--- src/rtl/pdseq_pkg.sv ---
package pdseq_pkg;

    typedef enum logic [2:0] {
        OP_ACT  = 3'd0,
        OP_RD   = 3'd1,
        OP_WR   = 3'd2,
        OP_PRE  = 3'd3,
        OP_PREA = 3'd4,
        OP_REF  = 3'd5,
        OP_MRS  = 3'd6,
        OP_NOP  = 3'd7
    } hc_op_e;

    typedef struct packed {
        logic cs_n;
        logic ras_n;
        logic cas_n;
        logic we_n;
    } pins_t;

    localparam pins_t PINS_NOP = 4'b0111;
    localparam pins_t PINS_BST = 4'b0110;

    typedef enum logic [2:0] {
        ST_ACT  = 3'd0,
        ST_PD   = 3'd1,
        ST_PDX  = 3'd2,
        ST_DPD  = 3'd3,
        ST_DPDX = 3'd4,
        ST_INIT = 3'd5
    } seq_state_e;

    typedef enum logic [1:0] {
        STS_ACTIVE = 2'd0,
        STS_PD     = 2'd1,
        STS_DPD    = 2'd2,
        STS_REINIT = 2'd3
    } dev_status_e;

    function automatic pins_t op_pins(hc_op_e op);
        case (op)
            OP_ACT:  return 4'b0011;
            OP_RD:   return 4'b0101;
            OP_WR:   return 4'b0100;
            OP_PRE:  return 4'b0010;
            OP_PREA: return 4'b0010;
            OP_REF:  return 4'b0001;
            OP_MRS:  return 4'b0000;
            default: return PINS_NOP;
        endcase
    endfunction

    function automatic dev_status_e status_of(seq_state_e s);
        case (s)
            ST_ACT:          return STS_ACTIVE;
            ST_PD, ST_PDX:   return STS_PD;
            ST_DPD:          return STS_DPD;
            default:         return STS_REINIT;
        endcase
    endfunction

    function automatic int imax3(int a, int b, int c);
        int m;
        m = (a > b) ? a : b;
        return (m > c) ? m : c;
    endfunction

endpackage

--- src/rtl/pdseq_timer.sv ---
module pdseq_timer #(
    parameter int TW = 8
) (
    input  logic          clk,
    input  logic          rst,
    input  logic          load,
    input  logic [TW-1:0] load_val,
    output logic [TW-1:0] val,
    output logic          zero
);
    logic [TW-1:0] cnt_q;

    always_ff @(posedge clk) begin
        if (rst) begin
            cnt_q <= '0;
        end else if (load) begin
            cnt_q <= load_val;
        end else if (cnt_q != '0) begin
            cnt_q <= cnt_q - TW'(1);
        end
    end

    assign val  = cnt_q;
    assign zero = (cnt_q == '0);

    // the count never moves up except through a load
    assert_timer_down_R4: assert property (@(posedge clk) disable iff (rst)
        !$past(load) && $past(cnt_q) != '0 |-> cnt_q == $past(cnt_q) - TW'(1));
endmodule

--- src/rtl/pdseq_bank_track.sv ---
module pdseq_bank_track
    import pdseq_pkg::*;
#(
    parameter int NBANK = 4,
    localparam int BW = (NBANK > 1) ? $clog2(NBANK) : 1
) (
    input  logic          clk,
    input  logic          rst,
    input  logic          upd,
    input  hc_op_e        op,
    input  logic [BW-1:0] bank,
    output logic [NBANK-1:0] open_mask,
    output logic          all_idle
);
    logic [NBANK-1:0] open_q;

    for (genvar b = 0; b < NBANK; b++) begin : g_bank
        logic hit;
        assign hit = (bank == BW'(b));
        always_ff @(posedge clk) begin
            if (rst) begin
                open_q[b] <= 1'b0;
            end else if (upd) begin
                if (op == OP_PREA)
                    open_q[b] <= 1'b0;
                else if (hit && op == OP_ACT)
                    open_q[b] <= 1'b1;
                else if (hit && op == OP_PRE)
                    open_q[b] <= 1'b0;
            end
        end
    end

    assign open_mask = open_q;
    assign all_idle  = (open_q == '0);

    assert_prea_closes_all_R6: assert property (@(posedge clk) disable iff (rst)
        (upd && op == OP_PREA) |=> all_idle);
    assert_act_opens_R6: assert property (@(posedge clk) disable iff (rst)
        (upd && op == OP_ACT) |=> !all_idle);
endmodule

--- src/rtl/pd_sequencer.sv ---
module pd_sequencer
    import pdseq_pkg::*;
#(
    parameter int NBANK    = 4,
    parameter int CLK_MHZ  = 250,
    parameter int INIT_US  = 200,
    parameter int TCKE_CYC = 2,
    parameter int TXP_CYC  = 2,
    localparam int BW = (NBANK > 1) ? $clog2(NBANK) : 1
) (
    input  logic          clk,
    input  logic          rst,
    input  logic          hc_valid,
    input  logic [2:0]    hc_op,
    input  logic [BW-1:0] hc_bank,
    input  logic          hc_init,
    output logic          hc_ready,
    input  logic          pd_req,
    input  logic          dpd_req,
    input  logic          wake_req,
    input  logic          init_done,
    output logic          pd_ack,
    output logic          dpd_ack,
    output logic          dpd_nak,
    output logic          wake_ack,
    output logic          init_req,
    output logic          mem_lost,
    output logic [1:0]    dev_status,
    output logic          cke,
    output logic          cs_n,
    output logic          ras_n,
    output logic          cas_n,
    output logic          we_n,
    output logic [BW-1:0] ba,
    output logic          ap
);
    localparam int INIT_CYC = CLK_MHZ * INIT_US;
    localparam int TMAX     = imax3(INIT_CYC, TCKE_CYC, TXP_CYC);
    localparam int TW       = $clog2(TMAX + 1);

    seq_state_e    st_q, st_d;
    hc_op_e        op;
    logic          fire, act_free, dpd_try, dpd_ok, dpd_bad, pd_go, wake_go;
    logic          in_low, pdx_done, dpdx_done, init_fin;
    logic          tmr_load, tmr_zero;
    logic [TW-1:0] tmr_ld_val, tmr_val;
    logic          all_idle;
    logic [NBANK-1:0] open_mask;

    logic          cke_q, ap_q, init_req_q, lost_q;
    logic          pd_ack_q, dpd_ack_q, dpd_nak_q, wake_ack_q;
    pins_t         pins_q;
    logic [BW-1:0] ba_q;

    assign op       = hc_op_e'(hc_op);
    assign hc_ready = (st_q == ST_ACT) || (st_q == ST_INIT && hc_init);
    assign fire     = hc_valid && hc_ready;

    // priority in the active state: host command, then deep, then plain
    assign act_free = (st_q == ST_ACT) && !hc_valid;
    assign dpd_try  = act_free && dpd_req;
    assign dpd_ok   = dpd_try && all_idle;
    assign dpd_bad  = dpd_try && !all_idle;
    assign pd_go    = act_free && !dpd_req && pd_req;

    assign in_low    = (st_q == ST_PD) || (st_q == ST_DPD);
    assign wake_go   = in_low && wake_req && tmr_zero;
    assign pdx_done  = (st_q == ST_PDX) && (tmr_val == TW'(1));
    assign dpdx_done = (st_q == ST_DPDX) && tmr_zero;
    assign init_fin  = (st_q == ST_INIT) && init_done;

    always_comb begin
        tmr_load   = 1'b0;
        tmr_ld_val = '0;
        if (pd_go || dpd_ok) begin
            tmr_load   = 1'b1;
            tmr_ld_val = TW'(TCKE_CYC - 1);
        end else if (wake_go) begin
            tmr_load   = 1'b1;
            tmr_ld_val = (st_q == ST_PD) ? TW'(TXP_CYC - 1) : TW'(INIT_CYC - 1);
        end
    end

    always_comb begin
        st_d = st_q;
        case (st_q)
            ST_ACT:  if (dpd_ok) st_d = ST_DPD; else if (pd_go) st_d = ST_PD;
            ST_PD:   if (wake_go) st_d = ST_PDX;
            ST_PDX:  if (pdx_done) st_d = ST_ACT;
            ST_DPD:  if (wake_go) st_d = ST_DPDX;
            ST_DPDX: if (dpdx_done) st_d = ST_INIT;
            ST_INIT: if (init_fin) st_d = ST_ACT;
            default: st_d = ST_ACT;
        endcase
    end

    pdseq_timer #(.TW(TW)) u_timer (
        .clk      (clk),
        .rst      (rst),
        .load     (tmr_load),
        .load_val (tmr_ld_val),
        .val      (tmr_val),
        .zero     (tmr_zero)
    );

    pdseq_bank_track #(.NBANK(NBANK)) u_banks (
        .clk       (clk),
        .rst       (rst),
        .upd       (fire),
        .op        (op),
        .bank      (hc_bank),
        .open_mask (open_mask),
        .all_idle  (all_idle)
    );

    always_ff @(posedge clk) begin
        if (rst) begin
            st_q       <= ST_ACT;
            cke_q      <= 1'b1;
            pins_q     <= PINS_NOP;
            ba_q       <= '0;
            ap_q       <= 1'b0;
            init_req_q <= 1'b0;
            lost_q     <= 1'b0;
            pd_ack_q   <= 1'b0;
            dpd_ack_q  <= 1'b0;
            dpd_nak_q  <= 1'b0;
            wake_ack_q <= 1'b0;
        end else begin
            st_q       <= st_d;
            pins_q     <= PINS_NOP;
            ap_q       <= 1'b0;
            pd_ack_q   <= pd_go;
            dpd_ack_q  <= dpd_ok;
            dpd_nak_q  <= dpd_bad;
            wake_ack_q <= wake_go;
            if (fire) begin
                pins_q <= op_pins(op);
                ba_q   <= hc_bank;
                ap_q   <= (op == OP_PREA);
            end
            if (pd_go || dpd_ok)
                cke_q <= 1'b0;
            if (dpd_ok)
                pins_q <= PINS_BST;
            if (wake_go)
                cke_q <= 1'b1;
            if (wake_go && st_q == ST_DPD)
                lost_q <= 1'b1;
            else if (fire && op == OP_WR)
                lost_q <= 1'b0;
            if (dpdx_done)
                init_req_q <= 1'b1;
            else if (init_fin)
                init_req_q <= 1'b0;
        end
    end

    assign cke        = cke_q;
    assign cs_n       = pins_q.cs_n;
    assign ras_n      = pins_q.ras_n;
    assign cas_n      = pins_q.cas_n;
    assign we_n       = pins_q.we_n;
    assign ba         = ba_q;
    assign ap         = ap_q;
    assign init_req   = init_req_q;
    assign mem_lost   = lost_q;
    assign pd_ack     = pd_ack_q;
    assign dpd_ack    = dpd_ack_q;
    assign dpd_nak    = dpd_nak_q;
    assign wake_ack   = wake_ack_q;
    assign dev_status = status_of(st_q);

    initial begin
        assert_txp_min_R5: assert (TXP_CYC >= 2 && TCKE_CYC >= 1 && INIT_CYC >= 1);
    end

    assert_quiet_low_R9: assert property (@(posedge clk) disable iff (rst)
        (!cke_q && !(pins_q == PINS_BST && $fell(cke_q))) |-> pins_q == PINS_NOP);

    assert_cke_min_low_R4: assert property (@(posedge clk) disable iff (rst)
        $rose(cke_q) |-> !$past(cke_q, 2));

    assert_exit_gap_R5: assert property (@(posedge clk) disable iff (rst)
        (cke_q && pins_q != PINS_NOP) |-> ($past(cke_q) && $past(cke_q, 2)));

    assert_dpd_banks_idle_R6: assert property (@(posedge clk) disable iff (rst)
        (pins_q == PINS_BST && !cke_q) |-> $past(all_idle));

    assert_init_release_R8: assert property (@(posedge clk) disable iff (rst)
        $fell(init_req_q) |-> $past(init_done));

    assert_wake_quiet_R7: assert property (@(posedge clk) disable iff (rst)
        $rose(cke_q) |-> pins_q == PINS_NOP);

    assert_acks_onehot_R3: assert property (@(posedge clk) disable iff (rst)
        $onehot0({pd_ack_q, dpd_ack_q, dpd_nak_q, wake_ack_q}));
endmodule

--- config.mk ---
export PLATFORM = sky130hd
export DESIGN_NAME = pd_sequencer
export DESIGN_NICKNAME = d
export VERILOG_FILES = /design/src/rtl/pdseq_pkg.sv /design/src/rtl/pdseq_timer.sv /design/src/rtl/pdseq_bank_track.sv /design/src/rtl/pd_sequencer.sv
export SDC_FILE = /design/constraint.sdc
export NUM_CORES = 1
export LEC_CHECK = 0
export CAP_MARGIN = 20
export CORE_ASPECT_RATIO = 1.2
export CORE_MARGIN = 1
export CORE_UTILIZATION = 47
export DETAILED_ROUTE_END_ITERATION = 12
export GPL_TIMING_DRIVEN = 0
export PLACE_DENSITY_LB_ADDON = 0.12
export SLEW_MARGIN = 10
export SYNTH_ARGS = -nofsm -noshare
export SYNTH_HDL_FRONTEND = slang
export SYNTH_SLANG_ARGS = --single-unit
--- constraint.sdc ---
create_clock -name clk -period 2.04 [get_ports clk]
set_input_delay 0.51 -clock clk [delete_from_list [all_inputs] [get_ports clk]]
set_output_delay 0.51 -clock clk [all_outputs]
set_load 0.05 [all_outputs]
==> flow_summary.json <==
{
  "run_status": "finished with violations",
  "violations": "negative setup slack",
  "finalWorstSetupSlack_ns": -0.0816,
  "worst-setup-path-type": "reg2reg",
  "worst_pin_slew_ns": 0.572,
  "min_from": "cke$_SDFFE_PP1P_",
  "required_ns": 2.23,
  "max_slew_margin_pct": 61.9,
  "end_kind": "flop",
  "cp-endpoint": "u_timer.val[1]$_SDFFE_PP0P_",
  "clkSinkCount": 36,
  "seq_area_um2": 734,
  "core_area_um2": 3630,
  "cp-start-kind": "flop",
  "multi_input_area_um2": 1140,
  "row_count": 24,
  "via_per_inst": 5.55,
  "cts_made_buffers": 5,
  "synth_top_family_by_area": "simple AND/OR/NAND/NOR gates",
  "ys_seq_area_share_pct": 40.6,
  "syn_to_final_growth_pct": 41.1,
  "gp_congestion": 0.790,
  "yosysTopAreaCellShare_pct": 40.6,
  "nFillCells": 289,
  "dpl.cell_count": 282,
  "grtUsageTotal_pct": 23.9,
  "dr.pass1.iters": 4,
  "diodes": 0,
  "syn_area_um2": 1780,
  "die_x_um": 58.1,
  "final_nets": 268,
  "finalNonFillerCells": 302,
  "yosys_warnings": 0,
  "p_total_uw": 3530,
  "die_h_um": 69.3,
  "cts-htree-levels": 2,
  "clk_pin_slew_ns": 0.07,
  "synth_xor_area_share_pct": 5.43,
  "wl_um": 4780,
  "clkLatencyLatePin_ns": 0.29,
  "cts_tree": "yes",
  "synth_fa_ha_area_share_pct": 4.23,
  "grt_pass1_wl_um": 7470,
  "hold_viol": 0,
  "worstPathMaxFanout": 5,
  "synth-simple-area-share_pct": 26.1,
  "layout_commonest_cell": "dfxtp_1",
  "synth.distinct_cells": 50,
  "hold_path_class": "reg2reg",
  "holdBufCountCts": 0,
  "max_freq_ghz": 0.471,
  "clockBufferDepth": 2,
  "drc": 0,
  "ios": 30,
  "final_cell_mix": "29 x dfxtp_1, 25 x clkdlybuf4s50_1, 15 x buf_4, 12 x nor2_1",
  "worst_r2r_endpoint": "u_timer.val[1]$_SDFFE_PP0P_",
  "io_buffers": 28,
  "regToRegSetupSlack_ns": -0.08,
  "cp.arrival_ns": 2.31,
  "setup_viol": 8,
  "fin_util_pct": 68.9,
  "vias": 1675,
  "final_antenna_net_count": 0,
  "yosys-top-cells-area": "dfxtp_1 41%, a21oi_1 4.2%, ha_1 4.2%",
  "grt_max_degree": 12,
  "slew_viol_final": 0,
  "final.min_clock_period_ns": 2.12,
  "postSynthAreaPerCell_um2": 8.79,
  "p_per_area_nw_per_um2": 1410,
  "r2r_cells": 6,
  "grt_pass1_vias": 1701,
  "place_ws_ns": -0.518,
  "syn_nets": 221,
  "regToRegStartpoint": "u_timer.val[5]$_SDFFE_PP0P_",
  "setup_tns_ns": -0.222,
  "synth_compound_area_share_pct": 16.9,
  "fin_skew_ns": 0.00789,
  "wire_per_inst_um": 15.8,
  "drt-initial-drc-count": 118,
  "cap_violations": 0,
  "root_buffer": "clkbuf_8",
  "grt_setup_unrepaired": "yes",
  "power.static_leakage_uw": 0.000965,
  "peakVddDrop_v": 0.000610,
  "dieArea_um2": 4030,
  "antenna_found_initial": 0,
  "crit_path_start": "u_timer.val[5]$_SDFFE_PP0P_",
  "ys_seq_elements": 36,
  "yosysTopAreaCell": "dfxtp_1",
  "grt_overflow": 0,
  "drive_above_1_share_pct": 31.2,
  "synthMuxAreaShare_pct": 1.69,
  "synthCells": 202,
  "fin_crit_sh_pct": 104,
  "initial_core_util_pct": 48.9,
  "hpwlAfterDp_um": 3020
}
-- synthesized netlist by cell type (all sizes together) --
master    n
dfxtp    36
nor2     18
a21oi    15
inv      12
nand2    10
nor3     10
o21ai    10
xnor2     8
ha        6
nor4      6
nand2b    5
buf       4
clkbuf    4
nand3     4
o32ai     4
or3       4
or4       4
and2      3
mux2i     3
nand3b    3
nor2b     3
o31a      3
or2       3
xor2      3
a21boi    2
a2111o    1
a211o     1
a211oi    1
a21o      1
a2bb2oi   1
a311oi    1
a31oi     1
a41o      1
and3      1
and4      1
conb      1
nand4     1
nor3b     1
nor4b     1
o21a      1
o21bai    1
o221ai    1
or3b      1
or4b      1
-- layer usage --
layer  global-route usage [%]  routed length (um)  vias to the layer above
met5                        0                   0                        -
met4                     8.99                  94                        0
met3                     5.78                 197                       10
met2                     44.2                2580                       49
met1                     25.3                1910                      804
li1                         -                   -                      812
-- how the worst min path moves through the flow --
stage | to | slack, ns | cells after the start
after global routing | mem_lost$_SDFFE_PP0P_ | 0.52 | 2
after CTS | u_banks.open_mask[0]$_SDFFE_PP0P_ | 0.48 | 2
final | cke$_SDFFE_PP1P_ | 0.50 | 2
after global placement | u_banks.open_mask[1]$_SDFFE_PP0P_ | 0.46 | 2
after detailed placement | u_banks.open_mask[0]$_SDFFE_PP0P_ | 0.47 | 2
after floorplan | u_banks.open_mask[3]$_SDFFE_PP0P_ | 0.45 | 2
-- state kept, by name, indices dropped and copies added (netlist names) --
name,cells
cke,1
dpd_ack,1
wake_ack,1
u_timer.val,16
u_banks.open_mask,4
mem_lost,1
we_n,1
dpd_nak,1
ap,1
ras_n,1
init_req,1
st_q,3
cas_n,1
pd_ack,1
ba,2
-- cell families (layout without fill, tap and decap cells) --
logic type,count (synthesis),in the layout
xor gates and xnor gates,11,11
AOI/OAI and AO/OA,45,45
DFF,36,36
muxes,3,3
buffers and inverters,20,68
adders and majority gates,6,6
and+or+nand+nor,80,80
other,1,1
-- cell type report --
cell class                 count  area share [%]
multi-input combinational    146            45.5
timing repair buffer          44            16.0
tap                           52            2.60
sequential                    36            29.3
clock buffer                   6            3.30
clock inverter                 2           0.400
inverter                      12            1.90
buffer                         4            1.05
-- repair_timing --
action / CTS / global route
endpoints found under the hold margin: 0 / 0
buffers inserted: 10 / 6
gates resized for setup: 31 / 44
setup endpoints to repair: 26 / 26
pin swaps: 5 / 17
cloned: 0 / 1
-- worst max-delay path, stage by stage, from the launching register on --
cell and delay, ns:
dfxtp_4 0.36, or4_4 0.57, nor4_4 0.41, buf_4 0.20, nor2b_1 0.04, o31a_1 0.25, a311oi_2 0.20
-- power by group --
group          internal (uW)  switching, uW
clock                    269            254
sequential               861            198
combinational            949           1000
total                   2080           1450
-- stage by stage --
stage	hold slack, ns	area [um2]
after floorplan	0.452	1780
final	0.502	2500
after CTS	0.481	2330
after global placement	0.463	2120
after detailed placement	0.471	2120
after global routing	0.520	2500
Power figures use the tool's default switching activity.
